<file path="config.mk">
export PLATFORM = sky130hd
export DESIGN_NAME = prom_sig_scan
export DESIGN_NICKNAME = d
export VERILOG_FILES = /design/src/rtl/prom_sig_scan.sv
export SDC_FILE = /design/constraint.sdc
export NUM_CORES = 1
export LEC_CHECK = 0
export BUFFER_PORTS_ARGS = -buffer_cell sky130_fd_sc_hd__buf_4
export CORE_UTILIZATION = 35
export CTS_CLUSTER_DIAMETER = 100
export CTS_CLUSTER_SIZE = 28
export DETAILED_ROUTE_END_ITERATION = 8
export SLEW_MARGIN = 20
export SYNTH_ARGS = -nofsm -noshare
export SYNTH_HDL_FRONTEND = slang
export SYNTH_SLANG_ARGS = --single-unit
export TNS_END_PERCENT = 5
</file>
<file path="constraint.sdc">
create_clock -name clk -period 3.6 [get_ports clk]
set_input_delay 0 -clock clk [delete_from_list [all_inputs] [get_ports clk]]
set_output_delay 0 -clock clk [all_outputs]
set_load 0.005 [all_outputs]
</file>
<file path="src/rtl/prom_sig_scan.sv">
module prom_sig_scan #(
  parameter int          WINDOW     = 32,
  parameter logic [63:0] SIG        = 64'hFF00_55AA_FF00_55AA,
  parameter logic [7:0]  ENABLE_TAG = 8'h08
) (
  input  logic        clk,
  input  logic        rst_n,
  input  logic        start,
  output logic        rd_req,
  input  logic        rd_ack,
  input  logic [7:0]  rd_data,
  output logic        cnt_en,
  output logic        done,
  output logic        found,
  output logic [47:0] station_addr,
  output logic        csum_ok
);
  localparam int SIG_LEN = 8;
  localparam int LIMIT   = WINDOW + SIG_LEN - 1;
  localparam int CW      = $clog2(LIMIT + 1);
  localparam int MW      = $clog2(SIG_LEN + 1);
  localparam int NBYTES  = 6;
  localparam int TW      = $clog2(NBYTES + 2);

  typedef enum logic [2:0] {S_IDLE, S_CLR, S_PEEK, S_PULSE, S_SRCH, S_TAIL, S_DONE} st_t;
  st_t st;

  logic [CW-1:0] scnt;
  logic [MW-1:0] match, match_nx;
  logic [TW-1:0] tcnt;
  logic [17:0]   sum, s_shift, s_add;
  logic [7:0]    lo_q, sig_b;
  logic [15:0]   fin;

  wire xfer    = rd_req & rd_ack;
  wire [7:0] first_b = SIG[8*SIG_LEN-1 -: 8];

  assign rd_req = (st == S_CLR) | (st == S_PEEK) | (st == S_SRCH) | (st == S_TAIL);
  assign cnt_en = (st == S_PULSE);
  assign done   = (st == S_DONE);

  always_comb begin
    sig_b = '0;
    for (int k = 0; k < SIG_LEN; k++)
      if (match == MW'(k)) sig_b = SIG[8*(SIG_LEN-1-k) +: 8];
  end

  assign match_nx = (rd_data == sig_b) ? match + 1'b1 :
                    (rd_data == first_b) ? MW'(1) : '0;

  function automatic logic [17:0] fold(input logic [17:0] v);
    return (v > 18'h0FFFF) ? v - 18'h0FFFF : v;
  endfunction

  assign s_shift = fold({sum[16:0], 1'b0});
  assign s_add   = fold(s_shift + {2'b00, rd_data, lo_q});
  assign fin     = (sum[15:0] == 16'hFFFF) ? 16'h0000 : sum[15:0];

  always_ff @(posedge clk) begin
    if (!rst_n) begin
      st <= S_IDLE;
      scnt <= '0; match <= '0; tcnt <= '0; sum <= '0; lo_q <= '0;
      found <= 1'b0; csum_ok <= 1'b0; station_addr <= '0;
    end else if (start) begin
      st <= S_CLR;
      scnt <= '0; match <= '0; tcnt <= '0; sum <= '0; lo_q <= '0;
      found <= 1'b0; csum_ok <= 1'b0; station_addr <= '0;
    end else begin
      case (st)
        S_CLR:   if (xfer) st <= S_PEEK;
        S_PEEK:  if (xfer) st <= (rd_data == ENABLE_TAG) ? S_PULSE : S_SRCH;
        S_PULSE: st <= S_SRCH;
        S_SRCH: if (xfer) begin
          match <= match_nx;
          scnt  <= scnt + 1'b1;
          if (match_nx == MW'(SIG_LEN))         st <= S_TAIL;
          else if (scnt == CW'(LIMIT - 1))      st <= S_DONE;
        end
        S_TAIL: if (xfer) begin
          lo_q <= rd_data;
          tcnt <= tcnt + 1'b1;
          for (int k = 0; k < NBYTES; k++)
            if (tcnt == TW'(k)) station_addr[8*k +: 8] <= rd_data;
          if (tcnt[0] && tcnt < TW'(NBYTES)) sum <= s_add;
          if (tcnt == TW'(NBYTES + 1)) begin
            found   <= 1'b1;
            csum_ok <= ({rd_data, lo_q} == fin);
            st      <= S_DONE;
          end
        end
        default: ;
      endcase
    end
  end

  a_r10_req_hold: assert property (@(posedge clk) disable iff (!rst_n)
    rd_req && !rd_ack && !start |=> rd_req);
  a_r9_done_hold: assert property (@(posedge clk) disable iff (!rst_n)
    done && !start |=> done);
  a_r9_no_read_done: assert property (@(posedge clk) disable iff (!rst_n)
    done |-> !rd_req);
  a_r2_single_pulse: assert property (@(posedge clk) disable iff (!rst_n)
    cnt_en |=> !cnt_en);
  a_r4_window_bound: assert property (@(posedge clk) disable iff (!rst_n)
    scnt <= CW'(LIMIT));
  a_r3_match_bound: assert property (@(posedge clk) disable iff (!rst_n)
    match <= MW'(SIG_LEN));
  a_r8_ok_implies_found: assert property (@(posedge clk) disable iff (!rst_n)
    csum_ok |-> found);
  a_r1_start_clears: assert property (@(posedge clk) disable iff (!rst_n)
    start |=> !done && !found && !csum_ok);
  a_r6_sum_folded: assert property (@(posedge clk) disable iff (!rst_n)
    sum <= 18'h0FFFF);
endmodule

</file>
Word-level counts from Yosys, hierarchy flattened:

Cells that the tools add are included.

* add/sub/neg operators: 6
* multiply operators: 0
* div/mod/pow operators: 0
* order comparisons: 3
* eq/ne operators: 38
* shift operators: 0
* muxes and demuxes: 23
* bitwise logic cells: 5
* reduce and logical (&&, ||, !) cells: 18

Operator list (count)
* $mux W8: 8
* $gt A18 B16 Y1 const B: 2
* $mux W3: 8
* $reduce_and A3 Y1: 8
* $add A18 B16 Y18: 1
* $eq A3 B3 Y1 const B: 6
* $mux W18: 1
* $sub A18 B16 Y18 const B: 1
* $mux W17: 1
* $sub A17 B16 Y17 const B: 1
* $eq A16 B16 Y1: 1
* $eq A16 B16 Y1 const B: 1
* $eq A4 B3 Y1 const B: 4
* $mux W16: 1
* $pmux W3 S5: 1
* $reduce_and A7 Y1: 2
* $eq A3 B2 Y1 const B: 4
* $ne A3 B3 Y1 const B: 4
* $eq A4 B2 Y1 const B: 2
* $eq A8 B4 Y1 const B: 1
* $eq A8 B8 Y1: 1
* $eq A8 B8 Y1 const B: 1
* $ne A2 B2 Y1 const B: 4
* $add A6 B1 Y6 const B: 1
* 23 further kinds: 28

* bits in registers: 91
* bits in latches: 0
* bits in writable memories: 0
* ROM bits: 0
* output and inout port bits: 53
* word-level logic and storage cells: 108
* memories: 0

Longest topological paths before layout:

* word-level depth: 16
* mapped depth: 14

Worst setup path after synthesis:

OpenSTA, ideal clock, no wires.

* path type: reg2reg
* start point: reg sum[15]
* end point: reg sum[14]
* library setup time: 0.118 ns
* data arrival time: 2.849 ns
* setup slack: 0.634 ns
* stages on the path, launching flop included: 15
* buffers on the path: 2
* cell sequence: dfxtp_1 > buf_6 > or2_2 > ha_1 > inv_1 > fa_1 > nand2b_1 > a21oi_1 > o221ai_2 > o2111a_1 > nor3_2 > clkbuf_8 > a21oi_1 > a211o_1 > o2111a_1

* longest elaborated chain between the ends: 5
* elaborated cells between the ends (all ways): 7
* those cells by class: add/sub: 3; order compare: 2; mux: 2

RTL lines
* start: declaration: line 31 `logic [17:0] sum, s_shift, s_add;`
* $sub A18 B16 Y18 / $gt A18 B16 Y1 (equally long branches): line 52 `return (v > 18'h0FFFF) ? v - 18'h0FFFF : v;`
* $mux W18 (*): line 52
* $add A18 B16 Y18 (*): line 56 `assign s_add = fold(s_shift + {2'b00, rd_data, lo_q});`
* $gt A18 B16 Y1 / $sub A17 B16 Y17 (equally long branches): line 52
* $mux W17 (*): line 52

Mark *: on every way between the ends. The rest lies on a longest branch, timed or not.
A chain may end at the register's enable or synchronous reset.

Final worst setup path:

* start point: reg match[1]
* end point: reg st[0]

* longest elaborated chain between the ends: 16
* elaborated cells between the ends (all ways): 26
* those cells by class: add/sub: 1; eq/ne: 10; mux: 13; reduce/logical: 2

RTL lines
* start: declaration: line 29 `logic [MW-1:0] match, match_nx;`
* start signal: assignment: line 74 `match <= match_nx;`
* $logic_not A4 Y1: line 45 `if (match == MW'(k)) sig_b = SIG[8*(SIG_LEN-1-k) +: 8];`
* $mux W8 (8 in a row): line 45
* $eq A8 B8 Y1: line 48 `assign match_nx = (rd_data == sig_b) ? match + 1'b1 :`
* $mux W4 (*): line 48
* $eq A4 B4 Y1 (*): line 76 `if (match_nx == MW'(SIG_LEN)) st <= S_TAIL;`
* $mux W3: line 76
* $mux W3: line 73 `S_SRCH: if (xfer) begin`
* $pmux W3 S5: line 69 `case (st)`
* $mux W1: line 64 `end else if (start) begin`
* end signal: assignment: line 71 `S_PEEK: if (xfer) st <= (rd_data == ENABLE_TAG) ? S_PULSE : S_SRCH;`
* end: declaration: line 26 `st_t st;`

Mark *: on every way between the ends. The rest lies on a longest branch, timed or not. The select of a mux whose other input is x is not followed.

==> qor.yml <==
synthesis:
  yosysSeqAreaShare_pct: 33.3
  syn_nets: 723
  synth_area_sq_mm: 0.00546
  synth_edf_count: 0
  synth_top_flop_cell: "dfxtp_1"
  netlist.area_leader.share_pct: 33.3
  synth.distinct_cells: 81
  async_reset_ff_share_pct: 0
  syn_inst: 681
  synth-seq-cells: 91
  yosys_warnings: 0
  synth_area_leader_cell: "dfxtp_1"
  synth_area_leaders: "dfxtp_1, a21oi_1, nand2_1"
  synth.avg_cell_area_sq_um: 8.02
setup_path:
  worstSetupPathType: "reg2reg"
  critPathLaunchType: "flip-flop"
  crit_path_max_fanout: 8
  startpoint: "match[1]$_SDFFE_PP0P_"
  regToRegStartpoint: "match[1]$_SDFFE_PP0P_"
  cp.arrival_ns: 3.51
  cp.required_ns: 3.83
  end_kind: "flip-flop"
grt:
  overflow: 0
  grt_pass1_wl_mm: 24.3
  grt_max_degree: 48
  grt_antenna_before_repair: 0
  grt_util_all_layers_pct: 19.0
  grt_pass1_vias: 4887
timing:
  timing.fmax_ghz: 0.306
  skew_ns: 0.00666
  fin_crit_ns: 3.27
  slew_violations: 0
  finalHoldViolCount: 0
  relSlewSlack_pct: 28.0
  setup_tns_ns: 0
  rsz0062_at_grt: "no"
  fin_crit_sh_pct: 90.9
  setup_viol: 0
  worst_slew_pin_slew_ns: 1.08
floorplan:
  rows: 45
  dieArea_sq_mm: 0.0161
  initial_utilization_pct: 35.9
  ioPinCount: 65
  die_y_microns: 127
  die-width_microns: 127
  core_area_sq_mm: 0.0152
clock_tree:
  cts_buffer_depth: 2
  clk_pin_slew_ns: 0.07
  cts_tree: "done"
  cts_resized: 0
  htreeDepth: 3
  clkSinkCount: 91
  cts_root_buf: "clkbuf_16"
  cts_buffers: 9
  insertion_delay_ns: 0.35
finish:
  multi_input_area_sq_mm: 0.00334
  layoutNonFillerInstCount: 917
  area_growth_pct: 16.1
  nFillCells: 1530
  fin_nets: 766
  diodes: 0
  fin_area_sq_mm: 0.00634
  drive_gt1_share_pct: 15.8
  regArea_sq_mm: 0.00182
detailed_routing:
  vias: 5086
  drt-total-wl_mm: 14.9
  drc: 0
  firstDrtPassIters: 5
  ant_nets: 0
  wire_per_inst_microns: 16.2
  via_per_inst: 5.55
  dr.first_iter.drc_count: 356
place:
  dp_hpwl_mm: 10.7
  dp.cells: 898
  globalplace.congestion: 0.876
  placed_area_sq_mm: 0.00601
  port_buffers: 64
min_path:
  hold_class: "in2reg"
  hp-start: "rd_data[2]"
power:
  pwr-share-seq_pct: 48.4
  netSwitchingFraction_pct: 23.8
  p_leak_uw: 0.00241
  ir_worst_vdd_uv: 264
  clkPwrFrac_pct: 46.4
  intPower_uw: 1590
  p_per_area_mw_per_mm2: 329
  power_frac_comb_pct: 5.2
  p_switching_uw: 498
  p_total_uw: 2090
run:
  cap_violations: 0
outcome:
  outcome: "complete, no violations"
flip-flops by register name, indices dropped and copies added, names as in the netlist:
register and cells:
station_addr 48, sum 17, match 4, tcnt 3, csum_ok 1, lo_q 8, st 3, found 1
scnt 6
cells in the final DEF (no fill, tap or decap), drive strengths merged, types with 4 or more instances in the layout:
cell type  instances
nor4               5
o22ai              4
clkbuf            10
xor2              10
o211ai             4
a211oi             7
or4                4
a21oi             84
buf               71
and3               8
and2               5
nand4             17
nand2b            10
nor3               9
o221ai             4
a21o               5
ha                29
or3                4
dfxtp             91
nor2              52
inv               25
xnor2             24
nand2            105
a31oi             14
o32ai              5
mux2i             17
o21ai             30
nand3             25
final timing paths:
check | to | slack (ns) | cells past startpoint
max reg2reg | st[0]$_SDFFE_PN0P_ | 0.33 | 11
max | st[0]$_SDFFE_PN0P_ | 0.33 | 11
min | lo_q[2]$_SDFFE_PP0P_ | 0.01 | 3
min reg2reg | station_addr[16]$_SDFFE_PP0P_ | 0.45 | 2
critical path, stage by stage, from the launching register on:
cell	delay [ns]
dfxtp_1	0.42
inv_1	0.11
ha_1	0.18
nand2b_1	0.16
o32ai_1	0.28
a32oi_1	0.09
o32a_1	0.30
or4_4	0.54
a31oi_2	0.22
nor2_1	0.07
o31a_1	0.23
dlygate4sd3_1	0.56
logic make-up (layout without fill, tap and decap cells):
| logic type | Yosys count | count (layout) | synth area share, % |
|---|---|---|---|
| flops | 91 | 91 | 33.3 |
| compound gates | 184 | 184 | 21.9 |
| simple gates | 261 | 261 | 23.6 |
| fa+ha+maj | 30 | 30 | 7.01 |
| xor+xnor | 34 | 34 | 5.45 |
| mux | 17 | 17 | 3.11 |
| buf+inv | 64 | 112 | 5.59 |
stage by stage:
step / worst slack, ns / util, % / hold WS [ns]
5_1_grt: 0.173 / 41.7 / 0.00207
3_3_place_gp: 0.516 / 39.5 / 0.236
2_1_floorplan: 0.634 / - / 0.128
3_5_place_dp: 0.434 / 39.5 / 0.240
4_1_cts: 0.375 / 41.7 / 0.000665
6_report: 0.327 / 41.7 / 0.0122
routing by layer:
layer	wire length (microns)	vias to the layer above	GRT usage, %
met5	0	-	0
met4	462	0	8.68
met3	871	29	4.09
met2	6920	166	30.7
met1	6610	2377	24.3
li1	-	2514	-
repair_timing:
item | CTS | global route
hold endpoints to repair | 5 | 0
buffers inserted | 0 | 0
hold buffers | 3 | 0
synth_stat cells (3+ instances only):
master / n
nand2_1: 105
dfxtp_1: 91
a21oi_1: 83
nor2_1: 51
ha_1: 29
o21ai_0: 29
nand3_1: 24
xnor2_1: 24
clkbuf_1: 23
inv_1: 22
mux2i_1: 17
nand4_1: 16
a31oi_1: 13
nand2b_1: 10
xor2_1: 10
nor3_1: 8
a211oi_1: 7
and3_1: 7
buf_1: 6
a21o_1: 5
o32ai_1: 5
o22ai_1: 4
and2_1: 3
buf_6: 3
nor2b_1: 3
nor4_1: 3
o211ai_2: 3
o21a_1: 3
o221ai_1: 3
or3_1: 3
or4_1: 3
power groups by stage:
stage	combinational [uW]	sequential (uW)	clock, uW
3_3_place_gp	104	1030	0
3_5_place_dp	105	1030	0
4_1_cts	108	1010	1000
5_1_grt	118	1010	1040
6_report	109	1010	969
2_1_floorplan	68.5	1030	0
final cells by class:
| type | count | area share, % |
|---|---|---|
| Clock buffer | 10 | 3.61 |
| Clock inverter | 6 | 1.12 |
| Inverter | 22 | 1.30 |
| Multi-Input combinational cell | 526 | 52.7 |
| Sequential cell | 91 | 28.7 |
| Tap cell | 188 | 3.71 |
| Timing Repair Buffer | 74 | 8.88 |
Power figures use the tool's default switching activity.
